**src/rtl/hrb_pkg.sv**
```systemverilog
package hrb_pkg;
  typedef enum logic [1:0] {
    PM_HOLD  = 2'b00,
    PM_NONE  = 2'b01,
    PM_RB_OD = 2'b10,
    PM_RB_PP = 2'b11
  } pin_mode_e;

  localparam int unsigned BUS_W   = 4;
  localparam int unsigned IX_PIN  = 0;
  localparam int unsigned IX_SI   = 1;
  localparam int unsigned IX_SCK  = 2;
  localparam int unsigned IX_CSN  = 3;
  // reset levels: deselected, clock low, data low, pin high
  localparam logic [BUS_W-1:0] BUS_IDLE = 4'b1001;
endpackage

```
**src/rtl/hrb_sync.sv**
```systemverilog
module hrb_sync #(
  parameter int unsigned STAGES = 2,
  parameter int unsigned W      = 4,
  parameter logic [W-1:0] RST_V = '0
) (
  input  logic         clk,
  input  logic         rst_n,
  input  logic [W-1:0] d,
  output logic [W-1:0] q
);
  localparam int unsigned NST = (STAGES < 1) ? 1 : STAGES;
  logic [W-1:0] stg [NST];

  for (genvar i = 0; i < NST; i++) begin : g_stage
    if (i == 0) begin : g_first
      always_ff @(posedge clk or negedge rst_n)
        if (!rst_n) stg[i] <= RST_V;
        else        stg[i] <= d;
    end else begin : g_next
      always_ff @(posedge clk or negedge rst_n)
        if (!rst_n) stg[i] <= RST_V;
        else        stg[i] <= stg[i-1];
    end
  end

  assign q = stg[NST-1];
endmodule

```
**src/rtl/hrb_hold_fsm.sv**
```systemverilog
module hrb_hold_fsm
  import hrb_pkg::*;
(
  input  logic      clk,
  input  logic      rst_n,
  input  pin_mode_e mode,
  input  logic      cs_n_s,
  input  logic      sck_s,
  input  logic      pin_s,
  output logic      hold_q
);
  logic pin_prev;
  logic fall_ok, rise_ok, bus_quiet;
  logic hold_d;

  always_ff @(posedge clk or negedge rst_n)
    if (!rst_n) pin_prev <= 1'b1;
    else        pin_prev <= pin_s;

  assign bus_quiet = !cs_n_s && !sck_s;
  assign fall_ok   = bus_quiet && pin_prev && !pin_s;
  assign rise_ok   = bus_quiet && !pin_prev && pin_s;

  always_comb begin
    hold_d = hold_q;
    if (cs_n_s || mode != PM_HOLD) hold_d = 1'b0;
    else if (!hold_q && fall_ok)   hold_d = 1'b1;
    else if (hold_q && rise_ok)    hold_d = 1'b0;
  end

  always_ff @(posedge clk or negedge rst_n)
    if (!rst_n) hold_q <= 1'b0;
    else        hold_q <= hold_d;
endmodule

```
**src/rtl/hrb_rb_drive.sv**
```systemverilog
module hrb_rb_drive
  import hrb_pkg::*;
(
  input  pin_mode_e mode,
  input  logic      busy,
  output logic      oe,
  output logic      o
);
  always_comb begin
    oe = 1'b0;
    o  = 1'b0;
    unique case (mode)
      PM_RB_PP: begin oe = 1'b1; o = !busy; end
      PM_RB_OD: begin oe = busy; o = 1'b0;  end
      default:  begin oe = 1'b0; o = 1'b0;  end
    endcase
  end
endmodule

```
**src/rtl/hrb_shift_gate.sv**
```systemverilog
module hrb_shift_gate (
  input  logic clk,
  input  logic rst_n,
  input  logic cs_n_s,
  input  logic sck_s,
  input  logic si_s,
  input  logic hold_q,
  output logic stb,
  output logic bit_o
);
  logic sck_prev;
  logic accept;

  always_ff @(posedge clk or negedge rst_n)
    if (!rst_n) sck_prev <= 1'b0;
    else        sck_prev <= sck_s;

  assign accept = !sck_prev && sck_s && !cs_n_s && !hold_q;

  always_ff @(posedge clk or negedge rst_n)
    if (!rst_n) begin
      stb   <= 1'b0;
      bit_o <= 1'b0;
    end else begin
      stb <= accept;
      if (accept) bit_o <= si_s;
    end
endmodule

```
**src/rtl/hrb_pin_ctrl.sv**
```systemverilog
module hrb_pin_ctrl
  import hrb_pkg::*;
#(
  parameter int unsigned SYNC_STAGES = 2
) (
  input  logic       clk,
  input  logic       rst_n,
  input  logic [1:0] mode,
  input  logic       busy,
  input  logic       cs_n,
  input  logic       sck,
  input  logic       si,
  input  logic       pin_in,
  output logic       pin_oe,
  output logic       pin_o,
  output logic       so_oe,
  output logic       hold_active,
  output logic       shift_stb,
  output logic       shift_bit
);
  logic [BUS_W-1:0] bus_raw, bus_s;
  logic cs_n_s, sck_s, si_s, pin_s;
  pin_mode_e mode_e;

  assign mode_e = pin_mode_e'(mode);

  always_comb begin
    bus_raw         = '0;
    bus_raw[IX_CSN] = cs_n;
    bus_raw[IX_SCK] = sck;
    bus_raw[IX_SI]  = si;
    bus_raw[IX_PIN] = pin_in;
  end

  hrb_sync #(.STAGES(SYNC_STAGES), .W(BUS_W), .RST_V(BUS_IDLE)) u_sync (
    .clk(clk), .rst_n(rst_n), .d(bus_raw), .q(bus_s)
  );

  assign cs_n_s = bus_s[IX_CSN];
  assign sck_s  = bus_s[IX_SCK];
  assign si_s   = bus_s[IX_SI];
  assign pin_s  = bus_s[IX_PIN];

  hrb_hold_fsm u_hold (
    .clk(clk), .rst_n(rst_n), .mode(mode_e),
    .cs_n_s(cs_n_s), .sck_s(sck_s), .pin_s(pin_s), .hold_q(hold_active)
  );

  hrb_rb_drive u_drv (
    .mode(mode_e), .busy(busy), .oe(pin_oe), .o(pin_o)
  );

  hrb_shift_gate u_shift (
    .clk(clk), .rst_n(rst_n), .cs_n_s(cs_n_s), .sck_s(sck_s), .si_s(si_s),
    .hold_q(hold_active), .stb(shift_stb), .bit_o(shift_bit)
  );

  assign so_oe = !cs_n_s && !hold_active;
endmodule

```
**config.mk**
```make
export PLATFORM = sky130hd
export DESIGN_NAME = hrb_pin_ctrl
export DESIGN_NICKNAME = d
export VERILOG_FILES = /design/src/rtl/hrb_pkg.sv /design/src/rtl/hrb_sync.sv /design/src/rtl/hrb_hold_fsm.sv /design/src/rtl/hrb_rb_drive.sv /design/src/rtl/hrb_shift_gate.sv /design/src/rtl/hrb_pin_ctrl.sv
export SDC_FILE = /design/constraint.sdc
export NUM_CORES = 1
export LEC_CHECK = 0
export BUFFER_PORTS_ARGS = -buffer_cell sky130_fd_sc_hd__buf_2
export CAP_MARGIN = 10
export CORE_AREA = 4 4 41 43
export CTS_CLUSTER_SIZE = 10
export DETAILED_ROUTE_END_ITERATION = 8
export DIE_AREA = 0 0 45 47
export PLACE_DENSITY = 0.63
export SLEW_MARGIN = 0
export SYNTH_ARGS = -nofsm -noshare
export SYNTH_HDL_FRONTEND = slang
export SYNTH_SLANG_ARGS = --single-unit
```
**constraint.sdc**
```tcl
create_clock -name clk -period 3.5 [get_ports clk]
set_input_delay 0.35 -clock clk [delete_from_list [all_inputs] [get_ports clk]]
set_output_delay 0.35 -clock clk [all_outputs]
set_load 0.03 [all_outputs]
```
* Yosys cells after proc, flatten, opt, wreduce, memory -nomap -nowiden
Index checks and enable logic that the tools add are counted.
Word-level totals: memories 0, bits in latches 0, input bits 9, bits in registers 13, bits in writable memories 0, logic and storage cells 35, memory bits (read-only) 0, output and inout bits 6
Operators by class: magnitude comparators 0, shifts and indexed selects 0, muxes and demuxes 5, $mul 0, reduce and logical (&&, ||, !) cells 21, add/subtract/negate cells 0, bitwise gates (word level) 0, eq/ne operators 2, divide/modulo/power cells 0
Operator list (count):
- $logic_and A1 B1 Y1 | 11
- $logic_not A1 Y1 | 7
- $eq A2 B2 Y1 const B | 2
- $mux W1 | 4
- $reduce_bool A3 Y1 | 1
- $pmux W1 S2 | 1
- $reduce_bool A2 Y1 | 1
- $logic_or A1 B1 Y1 | 1

* Longest topological paths before layout
Gate-level depths: netlist of the first run.
word-level depth 8, gate-level depth with buffers 3, mapped depth without buffers 3

* Hierarchy
A second synthesis of the first run with hierarchy kept.
Second synthesis, totals: cells, all modules 26, area, all modules 450.4 µm²
Modules (own cells, without submodules):
- hrb_sync | seq. area each 205.2 µm², instances 1, cells each 12, area each 235.2 µm²
- hrb_shift_gate | seq. area each 75.1 µm², instances 1, cells each 5, area each 110.1 µm²
- hrb_hold_fsm | seq. area each 51.3 µm², instances 1, cells each 6, area each 85.1 µm²
- hrb_rb_drive | seq. area each 0.0 µm², instances 1, cells each 2, area each 16.3 µm²
- hrb_pin_ctrl | seq. area each 0.0 µm², instances 1, cells each 1, area each 3.8 µm²

* Least setup slack after synthesis of the first run
Ideal clock, no wire load.
path kind register to output, start reg u_hold.hold_q, end out so_oe, path slack 2.165 ns, data required time 3.150 ns, arrival time 0.985 ns, path buffers 0, stages on the path, launching flop included 2, cells stage by stage dfrtp_1 nor2_1
Between the ends: cells in the longest elaborated chain, start to end 2
Ends and longest elaborated chain:
- from (decl) | line hrb_hold_fsm.sv:10 | output logic hold_q
- from (signal assigned) | line hrb_hold_fsm.sv:33 | else hold_q <= hold_d;
- $logic_not A1 Y1 | line hrb_pin_ctrl.sv:58 | assign so_oe = !cs_n_s && !hold_active;
- $logic_and A1 B1 Y1 | line hrb_pin_ctrl.sv:58
- to (decl) | line hrb_pin_ctrl.sv:16 | output logic so_oe,
Every way passes these cells.

* Worst setup path after layout of the first run
start reg u_sync.stg (netlist bit u_sync.q[3]), end out so_oe
Between the ends: cells in the longest elaborated chain, start to end 2
Ends and longest elaborated chain:
- from (decl) | line hrb_sync.sv:12 | logic [W-1:0] stg [NST];
- from (signal, indexed assignment) | line hrb_sync.sv:22 | else stg[i] <= stg[i-1];
- $logic_not A1 Y1 | line hrb_pin_ctrl.sv:58
- $logic_and A1 B1 Y1 | line hrb_pin_ctrl.sv:58
Every way passes these cells.

==> results of run 1 <==
[sequential cells by signal, summed over array words and instances, names as in the netlist]
name,count
u_hold.pin_prev,1
u_hold.hold_q,1
u_sync.stg,4
u_shift.bit_o,1
u_sync.q,4
u_shift.sck_prev,1
u_shift.stb,1
[area by class of cell]
cell class	count	share of cell area, %
flip-flops and latches	13	61.63
multi-input cells	10	15.12
repair buffers	15	14.88
clock buffers	4	4.884
well taps	15	3.488
[metal layers]
metal	share of wire (%)	track usage, %	wire (um)
met3	12	3.831	70
met1	43	7.524	244
met4	0	7.018	0
met2	44	9.605	252
met5	0	0	0
[worst paths after layout]
kind                                 endpoint     startpoint  depth (start not counted)  slack, ns
max in group asynchronous         u_sync.q[0]          rst_n                          2       2.75
worst max register to register  u_shift.bit_o  u_hold.hold_q                          2       2.32
worst min register to register    u_sync.q[2]  u_sync.stg[6]                          0       0.36
worst max-delay path                    so_oe    u_sync.q[3]                          2       2.09
worst min-delay path            u_sync.stg[4]         pin_in                          1       0.18
min in group asynchronous       u_sync.stg[5]          rst_n                          2       0.48
[where the power goes]
group,switching (uW),internal (uW),total (uW)
logic,17.1,11.0,28.1
clock network,42.5,44.1,86.6
registers,4.54,161,166
total,64.2,216,280
[kinds of logic (layout without fill, tap and decap cells)]
logic type             after synthesis  count (layout)  synth area share [%]
buffers and inverters                0              19                     0
flip-flops                          13              13                 80.30
AND/OR/NAND/NOR                      6               6                 11.52
multiplexers                         1               1                 2.727
AO/OA/AOI/OAI                        3               3                 5.457
[what timing repair did]
| action | CTS | global route |
|---|---|---|
| buffers inserted | 0 | 0 |
| hold buffers | 1 | 0 |
| endpoints found under the hold margin | 8 | 0 |
[cell usage after synthesis]
master	n
nor2_1	2
mux2_1	1
nand2b_1	1
dfstp_2	5
a22oi_1	1
nor4b_4	1
o21a_1	1
dfrtp_1	8
o21bai_1	1
nor4_1	1
nand2_1	1
[per-stage QoR]
step                hold slack (ns)  total power [uW]
floorplan                   0.05441             182.8
global placement             0.2379             195.6
detailed placement           0.2380             196.6
finish                       0.1774             280.4
CTS                          0.1611             286.8
global route                 0.1530             299.2
==> flow_summary_export.csv, run 1 <==
group,metric,value,unit
status,status,"finished clean",
sta,fin_skew,0.0006416,ns
critical_path,path_buf_inv,1,
sta,fin_tns_setup,0,ns
drt,ant_nets,0,
floorplanning,start_util,31.73,%
critical_path,critical_path_class,"flop to output pin",
placed_design,place_ws,2.316,ns
cells_and_area,fin_cells,57,
min_path,hold_path.class,"primary input to flop",
yosys,synthCells,23,
critical_path,crit_path_start_kind,"flop",
floorplanning,ios,15,
clocking,cts.sinks,13,
floorplanning,rows,13,
placed_design,placedCellCount,52,
flow_run,max_cap_violations,0,
clocking,clk-insertion-delay-late,0.26,ns
grt,grt_max_degree,14,
yosys,syn_nets,32,
yosys,yosysTopAreaCell,"dfrtp_1",
yosys,synth_cell_types,11,
drt,drt-initial-drc-count,1,
cells_and_area,mostFrequentLayoutCell,"buf_2",
placed_design,hpwl,448.5,um
cells_and_area,n_fill_cell,138,
floorplanning,die_height,47,um
drt,num_vias,244,
sta,fmax,0.7108,GHz
yosys,synthesis.area,412.9,um^2
clocking,cts_tree,"done",
floorplanning,die_w,45,um
power_and_ir_drop,peakVddDrop,217.2,uV
yosys,yosys_warnings,0,
cells_and_area,final_cell_mix,"14 x buf_2, 8 x dfrtp_1, 5 x dfstp_2, 3 x clkbuf_4, 2 x nor2_1",
power_and_ir_drop,powerDensity,521.2,mW/mm^2
yosys,ys_seq_elements,13,
cells_and_area,fin_util,41.35,%
grt,grt_usage,7.027,%
critical_path,end_kind,"output pin",
yosys,yosysSeqAreaShare,80.30,%
sta,setup_violations,0,
sta,rsz0062_at_grt,"false",
yosys,netlist.area_leader.share,48.48,%
cells_and_area,final-seq-area,331.6,um^2
power_and_ir_drop,p_leak,0.0002548,uW
yosys,synthTopCellsByArea,"dfrtp_1 48%, dfstp_2 32%, nor4b_4 5.8%, mux2_1 2.7%, a22oi_1 1.8%",
drt,dr.pass1.iters,2,
grt,grt_pass1_wl,959,um
floorplanning,core_area,0.001301,mm^2
grt,antenna_found_initial,0,
critical_path,arrival,1.06,ns
critical_path,cp_data_required_time,3.15,ns
clocking,h-tree-depth,1,
critical_path,slowest_delay,0.57,ns
placed_design,portBuffers,14,
cells_and_area,area_growth,30.30,%
drt,drt-total-wl,567,um
sta,slew_headroom,82.40,%
floorplanning,die-area,0.002115,mm^2
sta,fin_ws,2.093,ns
grt,grt.overflow.total,0,
critical_path,path_cells,"nor2_1 -> buf_2",
placed_design,place_area,501.7,um^2
sta,fin_crit,1.407,ns
sta,tightest_slew,0.2641,ns
cells_and_area,num_antenna_cells,0,
cells_and_area,multi_input_area,81.33,um^2
cells_and_area,layout-drive-gt1-share,54.76,%
clocking,cts_max_path_buffers,2,
drt,vias_per_cell,4.281,
critical_path,critPathTopFamily,"flip-flops",
sta,hold_viol,0,
clocking,path_clk_slew,0.07,ns
sta,period_share,40.19,%
clocking,root_buffer,"clkbuf_4",
sta,report.final.slew_viol_count,0,
cells_and_area,nets,52,
clocking,cts_resized,0,
drt,drc_errors,0,
cells_and_area,fin_area,538.0,um^2
yosys,synth.avg_cell_area,17.95,um^2
placed_design,gp_congestion,0.6511,
critical_path,critPathMaxFanout,3,
drt,wire_per_inst,9.947,um
clocking,cts-buffers-inserted,3,
critical_path,cp_slowest_cell,"dfstp_2",
grt,grt_pass1_vias,240,
Power figures use the tool's default switching activity.
==> run 2, diff against run 1 <==
Clock period 3.5 ns to 1.3 ns, I/O delays scaled along.
==> flow_summary_export.csv, run 2 (synthesis gave the netlist of run 1 again) <==
group,metric,value,unit
status,status,"finished clean",
grt,grt.overflow.total,0,
cells_and_area,area_growth,40.00,%
power_and_ir_drop,p_leak,0.0002715,uW
cells_and_area,fin_cells,61,
sta,period_share,92.57,%
critical_path,arrival,1.36,ns
placed_design,placedCellCount,52,
cells_and_area,mostFrequentLayoutCell,"buf_2",
clocking,cts_tree,"done",
clocking,cts_max_path_buffers,2,
drt,ant_nets,0,
drt,drt-total-wl,614,um
min_path,whs_path_depth,2,
floorplanning,rows,13,
clocking,clk-insertion-delay-late,0.27,ns
power_and_ir_drop,powerDensity,1326,mW/mm^2
sta,fmax,0.8310,GHz
floorplanning,ios,15,
grt,antenna_found_initial,0,
critical_path,cp_slowest_cell,"dfrtp_1",
clocking,cts.sinks,13,
critical_path,crit_path_start_kind,"flop",
min_path,hold_end,"u_hold.hold_q",
drt,drc_errors,0,
cells_and_area,num_antenna_cells,0,
placed_design,gp_congestion,0.7141,
sta,fin_skew,0.006399,ns
sta,rsz0062_at_grt,"false",
grt,grt_usage,8.468,%
clocking,h-tree-depth,1,
clocking,cts_resized,0,
grt,grt_pass1_vias,277,
sta,slew_headroom,82.38,%
clocking,root_buffer,"clkbuf_4",
power_and_ir_drop,power,766.4,uW
sta,report.final.slew_viol_count,0,
sta,hold_viol,0,
cells_and_area,layout-drive-gt1-share,50.00,%
critical_path,r2r_start,"u_hold.hold_q",
min_path,hold_start,"mode[0]",
critical_path,slowest_delay,0.44,ns
sta,fin_crit,1.203,ns
critical_path,end_kind,"flop",
floorplanning,die_w,45,um
sta,tightest_slew,0.2643,ns
placed_design,portBuffers,14,
min_path,hold_path.class,"primary input to flop",
drt,vias_per_cell,4.148,
flow_run,max_cap_violations,0,
critical_path,cp_data_required_time,1.45,ns
critical_path,path_cells,"nor4b_4 -> mux2_1",
critical_path,critPathMaxFanout,5,
drt,wire_per_inst,10.07,um
drt,dr.pass1.iters,1,
floorplanning,die-area,0.002115,mm^2
drt,drt-initial-drc-count,0,
cells_and_area,final_cell_mix,"14 x buf_2, 8 x dfrtp_1, 5 x dlygate4sd3_1, 5 x dfstp_2, 3 x clkbuf_4",
critical_path,critical_path_class,"flop to flop",
power_and_ir_drop,peakVddDrop,931.9,uV
floorplanning,start_util,31.73,%
grt,grt_pass1_wl,1221,um
critical_path,rrSetupSlack,0.1,ns
drt,num_vias,253,
clocking,cts-buffers-inserted,3,
sta,setup_violations,0,
cells_and_area,nets,56,
floorplanning,die_height,47,um
sta,fin_tns_setup,0,ns
critical_path,r2r-end,"u_shift.bit_o",
grt,grt_max_degree,14,
critical_path,rr_worst_depth,2,
floorplanning,core_area,0.001301,mm^2
clocking,path_clk_slew,0.07,ns
## run 2: where the power goes
group / total (uW) / internal (uW) / switching (uW)
sequential: 446 / 434 / 12.4
clock: 234 / 119 / 115
combinational: 86.3 / 37.4 / 48.9
## run 2: repair_timing
action / CTS / global route
hold buffers: 5 / 0
hold endpoints to repair: 17 / 0
setup buffers: 0 / 0
## run 2: routing by layer
layer	vias to the layer above	share of wire (%)	track usage, %
met5	-	0	0
li1	125	-	-
met2	15	43	12.15
met3	0	15	7.280
met4	0	0	1.754
met1	113	42	9.662
## run 2: how the worst max path moves through the flow
stage                       start       endpoint  cells past startpoint  slack, ns
detailed placement  u_hold.hold_q  u_shift.bit_o                      2       0.10
floorplan           u_hold.hold_q  u_shift.bit_o                      2       0.02
CTS                 u_hold.hold_q  u_shift.bit_o                      2       0.09
finish              u_hold.hold_q  u_shift.bit_o                      2        0.1
global route          u_sync.q[3]          so_oe                      2       0.03
global placement    u_hold.hold_q  u_shift.bit_o                      2       0.14
## run 2: through the flow
step                      hold slack [ns]  worst slack, ns  utilization [%]  cell area (um^2)
after floorplan                   -0.1656          0.02108                -             412.9
after global placement            0.01977           0.1382            38.56             501.7
after detailed placement          0.01985           0.1037            38.56             501.7
after CTS                         0.03445          0.08816            44.42             578.1
after global routing              0.03045          0.03405            44.42             578.1
final                             0.03969          0.09664            44.42             578.1
## run 2: area by class of cell
class | count | area, um^2
Fill cell | 125 | 723.2
Timing Repair Buffer | 19 | 120.1
Sequential cell | 13 | 331.6
Tap cell | 15 | 18.77
Multi-Input combinational cell | 10 | 81.33
Clock buffer | 4 | 26.28
## run 2: worst max-delay path, delay by kind of cell, from the launching register on
family        cells  cell delay [ns]
flops             1             0.44
mux               1             0.35
simple gates      1             0.29
